$ cat config.mk
export PLATFORM = sky130hd
export DESIGN_NAME = panel_loader
export DESIGN_NICKNAME = d
export VERILOG_FILES = /design/src/rtl/panel_pkg.sv /design/src/rtl/panel_bank_dec.sv /design/src/rtl/panel_bus_mux.sv /design/src/rtl/panel_loader.sv
export SDC_FILE = /design/constraint.sdc
export NUM_CORES = 1
export LEC_CHECK = 0
export BUFFER_PORTS_ARGS = -buffer_cell sky130_fd_sc_hd__clkbuf_2
export CAP_MARGIN = 20
export CORE_MARGIN = 4
export CORE_UTILIZATION = 45
export DETAILED_ROUTE_END_ITERATION = 7
export PLACE_DENSITY = 0.77
export SETUP_SLACK_MARGIN = 0.1
export SLEW_MARGIN = 20
export SYNTH_ARGS = -nofsm -noshare
export SYNTH_HDL_FRONTEND = slang
export SYNTH_HIERARCHICAL = 1
export SYNTH_SLANG_ARGS = --single-unit
$ cat constraint.sdc
create_clock -name clk -period 1.4 [get_ports clk]
set_input_delay 0.28 -clock clk [delete_from_list [all_inputs] [get_ports clk]]
set_output_delay 0.28 -clock clk [all_outputs]
set_load 0.02 [all_outputs]
$ cat src/rtl/panel_pkg.sv
package panel_pkg;
    typedef enum logic {
        PNL_READ  = 1'b0,
        PNL_WRITE = 1'b1
    } pnl_mode_e;
endpackage

$ cat src/rtl/panel_bank_dec.sv
module panel_bank_dec #(
    parameter int N_BANK = 4,
    parameter int SEL_W  = 2
) (
    input  logic [SEL_W-1:0]  sel,
    input  logic [N_BANK-1:0] prot,
    input  logic              fire,
    output logic [N_BANK-1:0] we_vec
);
    for (genvar b = 0; b < N_BANK; b++) begin : g_bank
        assign we_vec[b] = fire && (sel == SEL_W'(b)) && !prot[b];
    end
endmodule

$ cat src/rtl/panel_bus_mux.sv
module panel_bus_mux #(
    parameter int SW_W   = 12,
    parameter int ADDR_W = 16,
    parameter int DATA_W = 8
) (
    input  logic              oe,
    input  logic              wr_busy,
    input  logic [SW_W-1:0]   cur_addr,
    input  logic [SW_W-1:0]   wr_addr,
    input  logic [DATA_W-1:0] wr_data,
    output logic [ADDR_W-1:0] bus_addr,
    output logic [DATA_W-1:0] bus_wdata
);
    localparam int PAD_W = ADDR_W - SW_W;

    always_comb begin
        bus_addr  = '0;
        bus_wdata = '0;
        if (oe) begin
            bus_addr = {{PAD_W{1'b0}}, (wr_busy ? wr_addr : cur_addr)};
            if (wr_busy) begin
                bus_wdata = wr_data;
            end
        end
    end
endmodule

$ cat src/rtl/panel_loader.sv
module panel_loader #(
    parameter int SW_W   = 12,
    parameter int ADDR_W = 16,
    parameter int DATA_W = 8,
    parameter int N_BANK = 4
) (
    input  logic              clk,
    input  logic              rst_n,
    input  logic              pnl_en,
    input  logic              wr_mode,
    input  logic [SW_W-1:0]   sw_val,
    input  logic              addr_btn,
    input  logic              data_btn,
    input  logic              hold_ack,
    input  logic [N_BANK-1:0] wprot,
    input  logic [DATA_W-1:0] mem_rdata,
    output logic              hold_req,
    output logic              bus_oe,
    output logic [ADDR_W-1:0] mem_addr,
    output logic [DATA_W-1:0] mem_wdata,
    output logic [N_BANK-1:0] bank_we,
    output logic [ADDR_W-1:0] disp_addr,
    output logic [DATA_W-1:0] disp_data
);
    import panel_pkg::*;

    localparam int SEL_W = $clog2(N_BANK);
    localparam int PAD_W = ADDR_W - SW_W;

    typedef struct packed {
        logic              hold;
        logic              oe;
        logic [SW_W-1:0]   addr;
        logic [SW_W-1:0]   wa;
        logic [DATA_W-1:0] wdata;
        logic [N_BANK-1:0] we;
        logic [DATA_W-1:0] disp;
    } pnl_st_t;

    pnl_st_t s_d, s_q;

    logic              own_d;
    logic              fire_d;
    logic [N_BANK-1:0] we_vec_d;

    assign own_d  = s_q.oe && pnl_en && hold_ack;
    assign fire_d = own_d && data_btn && (pnl_mode_e'(wr_mode) == PNL_WRITE);

    panel_bank_dec #(
        .N_BANK (N_BANK),
        .SEL_W  (SEL_W)
    ) u_dec (
        .sel    (s_q.addr[SW_W-1 -: SEL_W]),
        .prot   (wprot),
        .fire   (fire_d),
        .we_vec (we_vec_d)
    );

    always_comb begin
        s_d      = s_q;
        s_d.hold = pnl_en;
        s_d.oe   = s_q.hold && hold_ack && pnl_en;
        s_d.we   = we_vec_d;
        if (fire_d) begin
            s_d.wa    = s_q.addr;
            s_d.wdata = sw_val[DATA_W-1:0];
        end
        if (own_d && addr_btn) begin
            s_d.addr = sw_val;
        end
        if (s_q.oe) begin
            s_d.disp = mem_rdata;
        end
    end

    always_ff @(posedge clk) begin
        if (!rst_n) begin
            s_q <= '0;
        end else begin
            s_q <= s_d;
        end
    end

    panel_bus_mux #(
        .SW_W   (SW_W),
        .ADDR_W (ADDR_W),
        .DATA_W (DATA_W)
    ) u_mux (
        .oe        (s_q.oe),
        .wr_busy   (|s_q.we),
        .cur_addr  (s_q.addr),
        .wr_addr   (s_q.wa),
        .wr_data   (s_q.wdata),
        .bus_addr  (mem_addr),
        .bus_wdata (mem_wdata)
    );

    assign hold_req  = s_q.hold;
    assign bus_oe    = s_q.oe;
    assign bank_we   = s_q.oe ? s_q.we : '0;
    assign disp_addr = {{PAD_W{1'b0}}, s_q.addr};
    assign disp_data = s_q.disp;
endmodule

==> results.md, run 1 <==
* Net count of the finished layout at 330
* Synthesized area per cell at between 9 and 10 um^2
* Die outline height at roughly 80 um
* Ports at 85
* Combined area of the multi-input logic cells at about 1200 um^2
* Final core area utilization at 0.5853
* Register clock-pin slew on the reported worst setup and hold paths at ~0.09 ns
* Finished layout cell area at around 3000 um^2
* Maximum number of pins on one net before global-route repair at 67
* Width of the die at approximately 80 um
* Leakage power total at ~1.1 nW
* Post-detailed-placement cell area at between 2000 and 3000 um^2
* Crit path capture type: primary output
* Final setup vio count at 20
* Required time worst endpoint at about 1.1 ns
* Ys Warns at 6
* Clock latency reported for the late side of the worst-skew pair at approximately 0.29 ns
* Clock tree from TritonCTS: done
* Fraction of layout instances using a drive strength above 1 at 0.5000
* Drt first pass iters at 4
* Via-to-Cell Ratio at 4.784
* Buffers from clock root to sink, at most at 2
* Top achievable clock speed at just under 0.5 GHz
* Failing checks: setup timing
* Total count of hold-check failures in the final report at 0
* Total power density per cell area at a little under 800 nW/um^2
* Antenna viol nets, final at 0
* Number of synthesized register bits at 46
* Fill count at 445
* Total global routing overflow at 0
* Number of pins exceeding their max-slew limit in the final report at 0
* Number of distinct library cell variants in the gate-level netlist after synthesis at 22
* Top fanout value on the critical path at 5
* Number of enable-type register cells in the synthesized netlist at 0
* Final Worst Setup Slack at -0.6316 ns
* DR DRC count at 0
* Skew final at around 0.0034 ns
* Prevailing post-synth register cell: dfxtp_1
* Hold Path Class: input pin to register
* Cell area after synthesis at between 2000 and 2500 um^2
* DR vias at about 1800
* Count of input and output buffers at 76
* Arrival time worst endpoint at between 1.5 and 2 ns
* Cell chosen for the clock root: clkbuf_8
* Type of the worst setup path: register to primary output
* Async set-reset flop share out of synthesis at 0
* Register area at 932.1 um^2
* Number of sinks driven by the clock tree at 46
* Unrepaired setup endpoints after global routing: yes
* Kind of start point of the critical path: register
* Worst-case vdd ir drop at around 400 uV
* Clock period minus final worst setup slack at slightly above 2 ns
* Number of max-capacitance violations reported at 0
* Count of routing violations after the opening detailed-route iteration at between 70 and 80
* Full die area at 6433 um^2
* Initial standard-cell utilization of the core at 0.4623
* Pre-CTS setup slack at -0.3936 ns
* First-pass GRT wire length at a little over 8 mm
* Cts-stage hold buffer count at 0
* Placeable core region at roughly 5000 um^2
* Sequential share of the synthesized area at 0.3925
* Fraction of the cycle the final worst path needs at 1.451
* Antenna diode count at 0
* Instance count of the mapped netlist at approximately 250
* Number of antenna violations at the first check in global routing at 0
* Final HPWL from detailed placement at around 3.3 mm
* Global Route Usage Sum at 0.1601
* Core Rows at 26
* Routability cong. at between 0.7 and 0.8
* Vias in the first global route at approximately 1800
* Routed Wire Length at slightly below 5 mm
* Status: finished with violations
* Mean routed wirelength per cell at 13.44 um
* Inserted Clock Buffers at 5
* Total negative setup slack at -11.47 ns
* P&R area growth vs syn at 26.61%
* H-tree depth at 2
* Final-layout worst hold slack at 0.1978 ns
## registers in the layout, indices dropped and copies added (netlist names)
register / flops
bus_oe: 1
disp_addr: 12
disp_data: 8
s_q: 24
hold_req: 1
## layer usage
layer  global-route usage  share of wire  vias up
met2               0.2724           0.50       38
met5                    0              0        -
met3              0.03700          0.034        2
met1               0.1996           0.46      834
li1                     -              -      896
met4              0.04899         0.0062        0
## critical path, stage by stage, from the launching register on
cell and delay, ns:
dfxtp_4 0.37, or4_4 0.64, mux2i_2 0.20, nor2b_2 0.11
buf_4 0.14
## what timing repair did
action | 4_1_cts | 5_1_grt
pin swaps | 1 | 2
setup endpoints to repair | 25 | 28
setup buffers | 1 | 0
gates cloned | 3 | 0
resized for setup | 33 | 22
## report_power, final
part           switching (mW)  internal, mW
Sequential            0.00464          1.31
Clock                   0.458         0.360
Combinational          0.0891        0.0645
## per-stage QoR
stage	instances	power [mW]
after CTS	370	2.333
final	370	2.286
after floorplan	251	1.451
after global placement	358	1.494
after detailed placement	358	1.496
after global routing	370	2.410
## cell families after synthesis
group	synth area share
compound gates	0.03840
mux	0.1707
buf+inv	0.1472
simple gates	0.2480
other cells	0.003201
flops	0.3925
## cells in the mapped netlist (all sizes together), types with 2 or more instances
cell type  count  area, um^2
conb           2       7.510
dfxtp         46       920.9
nand3         13       110.1
and4           2       17.52
mux2i         40       400.4
nand2         41       153.9
o21ai         12       90.09
and2           9       56.30
clkbuf         4       15.01
buf           42       330.3
and4bb         2       25.02
and3           8       50.05
nor2b         20       125.1
## cell type report
| type | count | share of cell area |
|---|---|---|
| multi-input cells | 161 | 0.4120 |
| flip-flops and latches | 46 | 0.3138 |
| repair buffers | 85 | 0.2131 |
| well taps | 70 | 0.02949 |
| clock buffers | 5 | 0.02317 |
| clock inverters | 3 | 0.008425 |
## worst paths after layout
| check | cells after the start | slack [ns] | to | startpoint |
|---|---|---|---|---|
| max | 4 | -0.63 | mem_addr[0] | s_q[8]$_SDFF_PN0_ |
| max reg2reg | 4 | 0.17 | s_q[28]$_SDFFE_PN0P_ | bus_oe$_SDFF_PN0_ |
| min reg2reg | 2 | 0.47 | s_q[19]$_SDFFE_PN0P_ | s_q[19]$_SDFFE_PN0P_ |
| min | 3 | 0.20 | disp_addr[10]$_SDFFE_PN0P_ | sw_val[10] |
## cell usage in the layout, fill, tap and decap left out, drive strengths merged
cell	netlist	final
nor2b	20	20
and4	2	2
nor4b	1	1
clkinvlp	0	1
conb	2	8
nor2	1	1
nand3	13	13
and2	9	9
dfxtp	46	46
nand2	41	41
clkbuf	4	71
buf	42	19
inv	0	1
or4	1	3
o21ai	12	12
and3	8	8
mux2i	40	40
clkinv	0	1
and4b	1	1
and4bb	2	2
Note: power is estimated with default switching activity, not from simulation.
==> inputs of run 2 (changes only) <==
Settings changed: CORE_MARGIN 4 to 10, SETUP_SLACK_MARGIN 0.1 to 0.05.
==> results.md, run 2 (synthesis results as in run 1) <==
* Placeable core region at 5075 um^2
* Final-layout worst hold slack at 0.1990 ns
* Clock tree from TritonCTS: done
* Unrepaired setup endpoints after global routing: yes
* Global Route Usage Sum at 0.1370
* Number of sinks driven by the clock tree at 46
* DR vias at roughly 1900
* Number of max-capacitance violations reported at 0
* H-tree depth at 2
* Crit path capture type: primary output
* DR DRC count at 0
* Worst R2R End: s_q[18]$_SDFFE_PN0P_
* Register clock-pin slew on the reported worst setup and hold paths at ~0.080 ns
* Final HPWL from detailed placement at about 3.9 mm
* Core Rows at 26
* Drt first pass iters at 4
* Worst Hold Endpoint: disp_addr[8]$_SDFFE_PN0P_
* Count of routing violations after the opening detailed-route iteration at 80
* Via-to-Cell Ratio at around 4.9
* Worst r2r src: bus_oe$_SDFF_PN0_
* Total global routing overflow at 0
* Full die area at 8502 um^2
* Antenna viol nets, final at 0
* Width of the die at between 90 and 100 um
* Number of flip-flops under the largest register name at 24
* Mean routed wirelength per cell at approximately 17 um
* Top fanout value on the critical path at 5
* Final core area utilization at 0.6415
* Initial standard-cell utilization of the core at 0.4623
* Number of pins exceeding their max-slew limit in the final report at 0
* Cells on Worst Hold Path at 3
* Antenna diode count at 0
* Worst-case vdd ir drop at approximately 520 uV
* Die outline height at around 92 um
* Total count of hold-check failures in the final report at 0
* Net count of the finished layout at between 300 and 400
* Maximum number of pins on one net before global-route repair at 67
* Post-detailed-placement cell area at about 2700 um^2
* Clock period minus final worst setup slack at roughly 2.0 ns
* Total power density per cell area at approximately 710 nW/um^2
* Register with the most flip-flops: s_q
* Kind of start point of the critical path: register
* Leakage power total at 1.254 nW
* Ports at between 80 and 90
* Cell chosen for the clock root: clkbuf_8
* Final Worst Setup Slack at -0.6262 ns
* Most frequent cells in the layout: clkbuf_2 (51), dfxtp_1 (42), nand2_1 (41)
* Required time worst endpoint at about 1.1 ns
* Flop-to-flop setup slack at ~0.01 ns
* Buffers from clock root to sink, at most at 2
* Vias in the first global route at 1922
* Count of input and output buffers at 76
* Finished layout cell area at roughly 3300 um^2
* Routability cong. at between 0.7 and 0.8
* Arrival time worst endpoint at around 1.8 ns
* Final setup vio count at 24
* Failing checks: setup timing
* Inserted Clock Buffers at 5
* Top achievable clock speed at just under 0.5 GHz
* Cell depth of the worst flop-to-flop path at 6
* Status: finished with violations
* Fraction of layout instances using a drive strength above 1 at 0.5338
* Hold wc startpoint: sw_val[8]
* Tot Pwr at roughly 2.3 mW
* Routed Wire Length at between 6 and 7 mm
* First-pass GRT wire length at 9.597 mm
* Pre-CTS setup slack at -0.3720 ns
* P&R area growth vs syn at 38.77%
* Most common cell after layout, fill and taps aside: clkbuf_2
* Fraction of the cycle the final worst path needs at 1.447
* Hold Path Class: input pin to register
* Skew final at 0.007047 ns
* Type of the worst setup path: register to primary output
* Clock latency reported for the late side of the worst-skew pair at slightly below 0.3 ns
* Number of antenna violations at the first check in global routing at 0
-- run 2: changes by cell type in the layout (fill, tap and decap cells not counted), moves of 4 or more --
cell / delta
buf_6: +16
clkbuf_2: -8
clkbuf_4: -6
clkbuf_8: +6
nand3_1: -4
o21ai_1: -4
o21ai_2: +4
-- run 2: cell type report --
class,count,area (um^2)
Clock inverter,1,5.005
Fill cell,420,1819
Timing Repair Buffer,95,862.1
Sequential cell,46,933.4
Multi-Input combinational cell,162,1281
Clock buffer,7,86.33
Tap cell,70,87.58
-- run 2: where the power goes --
| group | leakage, nW | switching [mW] | internal [mW] |
|---|---|---|---|
| combinational | 0.832 | 0.0993 | 0.0723 |
| sequential | 0.374 | 0.00446 | 1.31 |
| clock | 0.0482 | 0.424 | 0.399 |
-- run 2: how the worst max path moves through the flow --
stage | cells after the start | slack [ns] | end | startpoint
after global routing | 4 | -0.67 | mem_addr[10] | s_q[10]$_SDFF_PN0_
after detailed placement | 4 | -0.37 | mem_addr[8] | s_q[10]$_SDFF_PN0_
after CTS | 4 | -0.60 | mem_addr[2] | s_q[11]$_SDFF_PN0_
after global placement | 4 | -0.36 | mem_addr[4] | s_q[10]$_SDFF_PN0_
after floorplan | 4 | -0.22 | mem_addr[11] | s_q[10]$_SDFF_PN0_
final | 4 | -0.63 | mem_addr[2] | s_q[11]$_SDFF_PN0_
-- run 2: repair_timing --
action	in CTS	in global routing
setup endpoints to repair	25	52
gates cloned	4	3
resized for setup	35	65
pin swaps	4	22
setup buffers	4	4
hold buffers	0	0
-- run 2: stage by stage --
step,instances,TNS [ns]
2_1_floorplan,251,-2.837
3_3_place_gp,358,-6.382
3_5_place_dp,358,-6.543
4_1_cts,374,-11.31
5_1_grt,381,-13.31
6_report,381,-11.49
-- run 2: per-layer routing --
layer,up-vias,share of wire,global-route usage
met5,-,0,0
met4,0,0.011,0.04370
met3,5,0.060,0.04727
met2,53,0.52,0.2359
met1,909,0.41,0.1550
li1,918,-,-
-- run 2: critical path, cell delays in order, from the launching register on --
cell and delay (ns):
dfxtp_4 0.38, or4_4 0.62, mux2i_1 0.24, nor2b_2 0.06
buf_2 0.16
